**src/rtl/txw_pkg.sv**
```systemverilog
package txw_pkg;

  typedef enum logic [1:0] {
    K_FRAME = 2'd0,
    K_LINK  = 2'd1,
    K_STOP  = 2'd2
  } kind_e;

  localparam logic [3:0] T_FRAME = 4'h7;
  localparam logic [3:0] T_LINK  = 4'h9;
  localparam logic [3:0] T_DONE  = 4'h3;

  // Type code in the top nibble of the control word
  function automatic kind_e classify(input logic [31:0] c);
    kind_e k;
    case (c[31:28])
      T_FRAME: k = K_FRAME;
      T_LINK:  k = K_LINK;
      default: k = K_STOP;
    endcase
    return k;
  endfunction

  // Completion value: type becomes empty, everything else preserved
  function automatic logic [31:0] retire(input logic [31:0] c);
    return {T_DONE, c[27:0]};
  endfunction

  // Little-endian byte lane selection
  function automatic logic [7:0] pick_byte(input logic [31:0] w, input logic [1:0] lane);
    return w[{lane, 3'b000} +: 8];
  endfunction

endpackage

```
**src/rtl/txw_start_reg.sv**
```systemverilog
module txw_start_reg (
  input  logic        clk,
  input  logic        rst_n,
  input  logic        host_we_i,
  input  logic        host_bit_i,
  input  logic        clear_i,
  output logic        start_o,
  output logic [31:0] rdata_o
);
  logic start_q;

  // A host set wins over a same-cycle clear so no request is lost
  always_ff @(posedge clk or negedge rst_n) begin
    if (!rst_n)                     start_q <= 1'b0;
    else if (host_we_i && host_bit_i) start_q <= 1'b1;
    else if (clear_i)               start_q <= 1'b0;
  end

  assign start_o = start_q;
  assign rdata_o = {31'b0, start_q};
endmodule

```
**src/rtl/txw_decode.sv**
```systemverilog
module txw_decode #(
  parameter int LEN_W = 12
) (
  input  logic [31:0]      ctrl_i,
  output txw_pkg::kind_e   kind_o,
  output logic [LEN_W-1:0] len_o,
  output logic             zero_len_o
);
  assign kind_o     = txw_pkg::classify(ctrl_i);
  assign len_o      = ctrl_i[LEN_W-1:0];
  assign zero_len_o = (ctrl_i[LEN_W-1:0] == '0);
endmodule

```
**src/rtl/txw_payload.sv**
```systemverilog
module txw_payload #(
  parameter int AW    = 16,
  parameter int LEN_W = 12
) (
  input  logic             clk,
  input  logic             rst_n,
  input  logic             load_i,
  input  logic [AW-1:0]    ptr_i,
  input  logic [LEN_W-1:0] len_i,
  input  logic             word_we_i,
  input  logic [31:0]      word_i,
  input  logic             adv_i,
  output logic [AW-1:0]    word_addr_o,
  output logic [7:0]       byte_o,
  output logic             last_o,
  output logic             wrap_o
);
  localparam logic [LEN_W-1:0] ONE_LEN = LEN_W'(1);

  logic [AW-1:0]    addr_q;
  logic [LEN_W-1:0] rem_q;
  logic [31:0]      buf_q;

  always_ff @(posedge clk or negedge rst_n) begin
    if (!rst_n) begin
      addr_q <= '0;
      rem_q  <= '0;
    end else if (load_i) begin
      addr_q <= ptr_i;
      rem_q  <= len_i;
    end else if (adv_i) begin
      addr_q <= addr_q + AW'(1);
      rem_q  <= rem_q - ONE_LEN;
    end
  end

  always_ff @(posedge clk or negedge rst_n) begin
    if (!rst_n)         buf_q <= '0;
    else if (word_we_i) buf_q <= word_i;
  end

  assign word_addr_o = {addr_q[AW-1:2], 2'b00};
  assign byte_o      = txw_pkg::pick_byte(buf_q, addr_q[1:0]);
  assign last_o      = (rem_q == ONE_LEN);
  assign wrap_o      = (addr_q[1:0] == 2'b11);
endmodule

```
**src/rtl/txdesc_walker.sv**
```systemverilog
module txdesc_walker #(
  parameter int AW          = 16,
  parameter int LEN_W       = 12,
  parameter int TBL_ENTRIES = 16,
  parameter int QUEUE_IDX   = 0
) (
  input  logic          clk,
  input  logic          rst_n,
  input  logic [AW-1:0] tbl_base,
  input  logic          ctrl_wr_en,
  input  logic          ctrl_wdata_start,
  output logic [31:0]   ctrl_rdata,
  output logic          mem_rd_en,
  output logic          mem_wr_en,
  output logic [AW-1:0] mem_addr,
  output logic [31:0]   mem_wdata,
  input  logic [31:0]   mem_rdata,
  output logic          out_valid,
  input  logic          out_ready,
  output logic [7:0]    out_data,
  output logic          out_last
);
  import txw_pkg::*;

  localparam int            DESC_BYTES = 8;
  localparam int            Q_EFF      = QUEUE_IDX % TBL_ENTRIES;
  localparam logic [AW-1:0] ENTRY_OFS  = AW'(Q_EFF * DESC_BYTES);
  localparam logic [AW-1:0] PTR_OFS    = AW'(DESC_BYTES / 2);
  localparam logic [AW-1:0] STEP       = AW'(DESC_BYTES);

  typedef enum logic [2:0] {
    S_IDLE, S_CTRL_RQ, S_PTR_RQ, S_DECODE, S_DATA_RQ, S_DATA_WT, S_STREAM, S_WB
  } state_e;

  state_e        state_q;
  logic [AW-1:0] desc_q;
  logic [31:0]   ctrl_q;

  // Named events for the checker
  logic walker_busy, stop_evt, link_evt, frame_evt, empty_frame_evt;
  logic start_bit;

  kind_e            kind;
  logic [LEN_W-1:0] len;
  logic             zero_len;

  logic          pay_load, word_we, adv;
  logic [AW-1:0] word_addr;
  logic [7:0]    pay_byte;
  logic          pay_last, pay_wrap;

  txw_start_reg u_start (
    .clk        (clk),
    .rst_n      (rst_n),
    .host_we_i  (ctrl_wr_en),
    .host_bit_i (ctrl_wdata_start),
    .clear_i    (stop_evt),
    .start_o    (start_bit),
    .rdata_o    (ctrl_rdata)
  );

  txw_decode #(.LEN_W(LEN_W)) u_dec (
    .ctrl_i     (ctrl_q),
    .kind_o     (kind),
    .len_o      (len),
    .zero_len_o (zero_len)
  );

  txw_payload #(.AW(AW), .LEN_W(LEN_W)) u_pay (
    .clk         (clk),
    .rst_n       (rst_n),
    .load_i      (pay_load),
    .ptr_i       (mem_rdata[AW-1:0]),
    .len_i       (len),
    .word_we_i   (word_we),
    .word_i      (mem_rdata),
    .adv_i       (adv),
    .word_addr_o (word_addr),
    .byte_o      (pay_byte),
    .last_o      (pay_last),
    .wrap_o      (pay_wrap)
  );

  assign walker_busy     = (state_q != S_IDLE);
  assign link_evt        = (state_q == S_DECODE) && (kind == K_LINK);
  assign stop_evt        = (state_q == S_DECODE) && (kind == K_STOP);
  assign frame_evt       = (state_q == S_DECODE) && (kind == K_FRAME);
  assign empty_frame_evt = frame_evt && zero_len;
  assign pay_load        = frame_evt && !zero_len;
  assign word_we         = (state_q == S_DATA_WT);

  assign out_valid = (state_q == S_STREAM);
  assign out_data  = pay_byte;
  assign out_last  = out_valid && pay_last;
  assign adv       = out_valid && out_ready;

  assign mem_rd_en = (state_q == S_CTRL_RQ) || (state_q == S_PTR_RQ) ||
                     (state_q == S_DATA_RQ);
  assign mem_wr_en = (state_q == S_WB);
  assign mem_wdata = retire(ctrl_q);

  always_comb begin
    case (state_q)
      S_PTR_RQ:  mem_addr = desc_q + PTR_OFS;
      S_DATA_RQ: mem_addr = word_addr;
      default:   mem_addr = desc_q;
    endcase
  end

  always_ff @(posedge clk or negedge rst_n) begin
    if (!rst_n) begin
      state_q <= S_IDLE;
      desc_q  <= '0;
      ctrl_q  <= '0;
    end else begin
      case (state_q)
        S_IDLE: if (start_bit) begin
          desc_q  <= tbl_base + ENTRY_OFS;
          state_q <= S_CTRL_RQ;
        end
        S_CTRL_RQ: state_q <= S_PTR_RQ;
        S_PTR_RQ: begin
          ctrl_q  <= mem_rdata;
          state_q <= S_DECODE;
        end
        S_DECODE: begin
          case (kind)
            K_LINK: begin
              desc_q  <= mem_rdata[AW-1:0];
              state_q <= S_CTRL_RQ;
            end
            K_FRAME: state_q <= zero_len ? S_WB : S_DATA_RQ;
            default: state_q <= S_IDLE;
          endcase
        end
        S_DATA_RQ: state_q <= S_DATA_WT;
        S_DATA_WT: state_q <= S_STREAM;
        S_STREAM: if (out_ready) begin
          if (pay_last)      state_q <= S_WB;
          else if (pay_wrap) state_q <= S_DATA_RQ;
        end
        S_WB: begin
          desc_q  <= desc_q + STEP;
          state_q <= S_CTRL_RQ;
        end
        default: state_q <= S_IDLE;
      endcase
    end
  end
endmodule

```
**config.mk**
```make
export PLATFORM = sky130hd
export DESIGN_NAME = txdesc_walker
export DESIGN_NICKNAME = d
export VERILOG_FILES = /design/src/rtl/txw_pkg.sv /design/src/rtl/txw_start_reg.sv /design/src/rtl/txw_decode.sv /design/src/rtl/txw_payload.sv /design/src/rtl/txdesc_walker.sv
export SDC_FILE = /design/constraint.sdc
export NUM_CORES = 1
export LEC_CHECK = 0
export ABC_AREA = 1
export CAP_MARGIN = 20
export CORE_MARGIN = 2
export CORE_UTILIZATION = 65
export CTS_CLUSTER_DIAMETER = 200
export CTS_CLUSTER_SIZE = 10
export DETAILED_ROUTE_END_ITERATION = 8
export DONT_BUFFER_PORTS = 1
export PLACE_DENSITY = 0.88
export RECOVER_POWER = 100
export SYNTH_ARGS = -nofsm -noshare
export SYNTH_HDL_FRONTEND = slang
export SYNTH_SLANG_ARGS = --single-unit
```
**constraint.sdc**
```tcl
create_clock -name clk -period 5.15 [get_ports clk]
set_input_delay 1.03 -clock clk [delete_from_list [all_inputs] [get_ports clk]]
set_output_delay 1.03 -clock clk [all_outputs]
set_load 0.1 [all_outputs]
```
### Word level (Yosys, flattened, before mapping)

Index checks and enable logic that the tools add are counted.

* output and inout port bits: 92
* bits in registers: 112
* word-level logic and storage cells: 64
* bits of input ports: 53

* add/sub/neg operators: 4
* shift operators: 1
* reductions and logical operators: 17
* multiplexer cells: 18
* equal/unequal tests: 17

Operators with widths (count)
* 16-bit 2-to-1 mux: 4
* 16-bit one-hot mux with 3 select lines: 1
* 16-bit one-hot mux with 2 select lines: 1
* 32-bit by 6-bit indexed part select with 8-bit output: 1
* 12-bit 2-to-1 mux: 2
* 3-bit one-hot mux with 8 select lines: 1
* 16-bit by 1-bit adder with 16-bit output, second input constant: 1
* 16-bit by 3-bit adder with 16-bit output, second input constant: 1
* 16-bit by 4-bit adder with 16-bit output, second input constant: 1
* 12-bit by 1-bit equality test with 1-bit output, second input constant: 1
* 3-bit equality test, second input constant: 4
* 12-bit zero test: 1
* 3-bit 2-to-1 mux: 4
* 12-bit by 1-bit subtractor with 12-bit output, second input constant: 1
* 3-bit by 2-bit equality test with 1-bit output, second input constant: 2
* 1-bit logical AND: 6
* 2-bit by 1-bit != test with 1-bit output, second input constant: 3
* 3-bit one-hot mux with 2 select lines: 1
* 3-bit AND reduction: 2
* 2-bit equality test, second input constant: 2
* 4-bit by 3-bit equality test with 1-bit output, second input constant: 1
* 4-bit equality test, second input constant: 1
* 2-bit one-hot mux with 2 select lines: 1
* 2-bit nonzero test: 2
* other kinds (10): 12

### Depth between registers and ports, before layout

* depth in word-level cells: 6
* mapped depth: 10
* depth with buffers taken out: 10

### Modules after synthesis

A second synthesis with hierarchy kept.

* cell total of the unflattened synthesis: 957
* area, all modules: 7195.7 µm²

By module, submodules not included
* txdesc_walker: times used 1, cells each 498, area an instance 3393.3 µm², seq. area each 1276.2 µm²
* txw_payload: times used 1, cells each 385, area an instance 3328.2 µm², seq. area each 1501.4 µm²
* txw_start_reg: times used 1, cells each 38, area an instance 284.0 µm², seq. area each 25.0 µm²
* txw_decode: times used 1, cells each 36, area an instance 190.2 µm², seq. area each 0.0 µm²

### Least setup slack after synthesis

Ideal clock, no wire load.

* kind: flip-flop to output port
* start: register state_q[0]
* end: output port mem_rd_en
* data arrival time: 3082 ps
* data required time: 4120 ps
* cell stages (with the launch flop): 5
* path buffers: 1
* path slack: 1038 ps
* path through: dfrtp_1 -> nand2_2 -> clkbuf_1 -> nand2_1 -> o21ai_0

* cells in the longest elaborated chain, start to end: 3
* elaborated cells on any way between the ends: 5
* those cells by class: 3 x eq/ne; 2 x reduce/logical

RTL lines
* start: declaration: RTL line txdesc_walker.sv:35 `state_e state_q;`
* start signal: assignment: RTL line txdesc_walker.sv:132 `K_FRAME: state_q <= zero_len ? S_WB : S_DATA_RQ;`
* 3-bit by 1-bit equality test with 1-bit output / 3-bit by 2-bit equality test with 1-bit output (equally long branches): RTL line txdesc_walker.sv:97 `assign mem_rd_en = (state_q == S_CTRL_RQ) || (state_q == S_PTR_RQ) ||`
* 1-bit logical OR: RTL line txdesc_walker.sv:97
* 1-bit logical OR (*): RTL line txdesc_walker.sv:97
* end: declaration: RTL line txdesc_walker.sv:13 `output logic mem_rd_en,`

Mark *: on every way between the ends. The rest lies on a longest branch, timed or not.

### Final worst setup path

* start: register state_q[2]
* end: output port mem_addr[3]

* cells in the longest elaborated chain, start to end: 2
* elaborated cells on any way between the ends: 3
* those cells by class: 2 x eq/ne; 1 x mux

RTL lines
* 3-bit equality test / 3-bit by 2-bit equality test with 1-bit output (equally long branches): RTL line txdesc_walker.sv:103 `case (state_q)`
* 16-bit one-hot mux with 2 select lines (*): RTL line txdesc_walker.sv:103
* end: declaration: RTL line txdesc_walker.sv:15 `output logic [AW-1:0] mem_addr,`

Marks and branches as above.

==> metrics.md <==
| Metric | Value |
|---|---|
| Hpwl dp | `13100 um` |
| Final Wtd Congestion | `0.991` |
| Pin count of the biggest net entering global routing | `113` |
| TNS Setup | `0 ns` |
| Height of the die | `107 um` |
| Top post-synthesis cells by area | `dfrtp_1 (41%), nand2_1 (13%), o21ai_0 (9.6%)` |
| Clock buffer depth | `2` |
| CP Cell Sequence | `inv_1 -> nand2_1 -> nand2_1 -> o221ai_2 -> clkbuf_1` |
| Critical path type | `register to primary output` |
| Crit path required time | `4.12 ns` |
| CTS Buf Count | `9` |
| # nets final | `965` |
| Failing checks | `capacitance limit, slew limit` |
| Highest Signal Layer | `met4` |
| Crit-path max cell delay | `0.90 ns` |
| Leading area contributor after synthesis | `dfrtp_1` |
| DR WL met2 | `8200 um` |
| Post-synthesis cell type count | `36` |
| Global-route wire length before repair | `29000 um` |
| CTS tree | `done` |
| Initial Util | `66.6%` |
| Met3 WL post-DR | `1860 um` |
| Final Worst Setup Slack | `0.777 ns` |
| WL met1 | `7350 um` |
| Final setup violation count | `0` |
| DRC | `0` |
| Post-synth EDFFs | `0` |
| Yosys Warn Count | `0` |
| Site Rows | `37` |
| Dpl ws | `1.59 ns` |
| Synthesized flop and latch total | `112` |
| Post-synth top cells | `nand2_1 (244), o21ai_0 (131), dfrtp_1 (112)` |
| H-tree depth | `3` |
| CORE AREA | `10300 um2` |
| Wirelength per Cell | `17.4 um` |
| Global Route Usage Sum | `33.1%` |
| Iteration-0 DRC Markers | `857` |
| WL final | `18300 um` |
| Syn-to-layout area delta | `-0.475%` |
| Clk sink count | `112` |
| Clock-pin slew on the worst setup and hold paths | `0.12 ns` |
| Hold-fix buffers, CTS | `0` |
| Family with the most delay on the worst path | `simple AND/OR/NAND/NOR gates` |
| Final hold viol count | `0` |
| Final Non-Filler Cells | `1048` |
| Min Tclk post-route | `4.37 ns` |
| GRT Residual Overflow | `0` |
| Max Fanout on Critical Path | `28` |
| Initial antenna violation count | `0` |
| Post-CTS sizing | `0` |
| Hold crit path type | `input port to async pin` |
| Slew Limit Fails | `136` |
| Clk root buf | `clkbuf_8` |
| DRT antenna net count | `0` |
| Die ar. | `11400 um2` |
| Share of cells above drive strength 1 | `3.84%` |
| Cell area after synthesis | `6850 um2` |
| Final Cycle Share | `84.9%` |
| Top-count cell post-synth | `nand2_1` |
| Relative slew slack | `-90.5%` |
| Worst Tran Pin Value | `2.85 ns` |
| CP most frequent cell | `nand2_1` |
| Max Cap Viol | `14` |
| RSZ-0062 raised after global routing | `no` |
| Post-CTS Setup Repair Bufs | `0` |
| Post-synth top flop | `dfrtp_1` |
| Mean post-synth cell area | `7.22 um2` |
| Synth Instances | `949` |
| Vias per inst | `5.86` |
| Setup Skew | `0.0180 ns` |
| Num ports | `145` |
| Seq/Total Area, Yosys | `40.9%` |
| Slowest CP cell | `clkbuf_1` |
| Vias in the first global route | `5590` |
| CP bufs+invs | `2` |
| Critical Path AT | `3.34 ns` |
| 1st-pass router iterations | `6` |
| Async SR Flop Fraction | `100%` |
| Max frequency | `229 MHz` |
| Vias | `6139` |
| Placed cells | `1032` |
| Yosys top cell area share | `40.9%` |
| Worst Setup End Kind | `primary output` |
| CP Launch Type | `register` |
| Clock Latency Late Sink | `0.40 ns` |
| Die W | `107 um` |
| IO buf count | `0` |
| Status | `finished, violations left` |
-- kinds of logic (layout without fill, tap and decap cells) --
kind of cell,after synthesis,in the layout,share of synthesized area [%]
flip-flops,112,112,40.9
AND/OR/NAND/NOR,435,435,27.0
AO/OA/AOI/OAI,180,180,14.4
buffers and inverters,205,134,15.3
other,2,36,0.110
XOR/XNOR,10,10,1.28
adder cells (fa/ha/maj),5,5,0.913
-- stage by stage --
step           util, %  area [um2]  hold slack [ns]
3_3_place_gp      65.6        6740            0.462
2_1_floorplan        -        6970            0.448
4_1_cts           67.9        6980            0.298
3_5_place_dp      66.0        6780            0.473
6_report          66.3        6820            0.317
5_1_grt           66.3        6810            0.290
-- state kept, by name, indices dropped and copies added (netlist names) --
register,cells
u_pay.addr_q,16
u_pay.buf_q,32
ctrl_q,32
state_q,3
desc_q,16
u_start.start_o,1
u_pay.rem_q,12
-- placed cells by master, fill, tap and decap left out, drive strengths merged --
master  instances
dfrtp         112
or2             3
o22ai          10
o21bai          2
diode           1
ha              5
a31oi           1
nand2         249
nor3b           1
nor3            4
inv           111
o221ai          7
clkinv          1
nand3          86
nand4           6
conb           35
a31o            1
xor2           10
nor2           81
nand3b          5
o21ai         134
o211ai          9
a21oi           9
a21boi          4
bufinv          1
a22oi           3
buf             3
clkbuf         18
-- path summary, 6_finish.rpt --
kind                                        startpoint                           to  slack [ns]  depth (start not counted)
min reg2reg                u_pay.buf_q[22]$_DFFE_PN0P_  u_pay.buf_q[22]$_DFFE_PN0P_        0.49                          2
max in group asynchronous                        rst_n  u_pay.addr_q[8]$_DFFE_PN0P_        4.68                          0
min                                              rst_n  u_pay.buf_q[25]$_DFFE_PN0P_        0.32                          0
max                             state_q[2]$_DFFE_PN0P_                  mem_addr[3]        0.78                          5
max reg2reg                     state_q[1]$_DFFE_PN0P_       desc_q[10]$_DFFE_PN0P_        1.18                          6
min in group clk           u_pay.buf_q[22]$_DFFE_PN0P_  u_pay.buf_q[22]$_DFFE_PN0P_        0.49                          2
-- cell type report --
cell class	count	area (um2)
Sequential cell	112	2800
Antenna cell	1	2.50
Inverter	107	402
Tap cell	136	170
Clock buffer	9	124
Fill cell	944	3460
Multi-Input combinational cell	665	3130
Timing Repair Buffer	12	116
Clock inverter	6	72.6
-- per-layer routing --
| metal | GRT usage (%) | vias up |
|---|---|---|
| li1 | - | 2876 |
| met1 | 45.6 | 2852 |
| met2 | 49.7 | 350 |
| met3 | 9.24 | 61 |
| met4 | 13.5 | 0 |
| met5 | 0 | - |
Power is left out: the tool's default activity adds up to more than one toggle a clock period on the data nets, which glitch-free logic cannot reach.
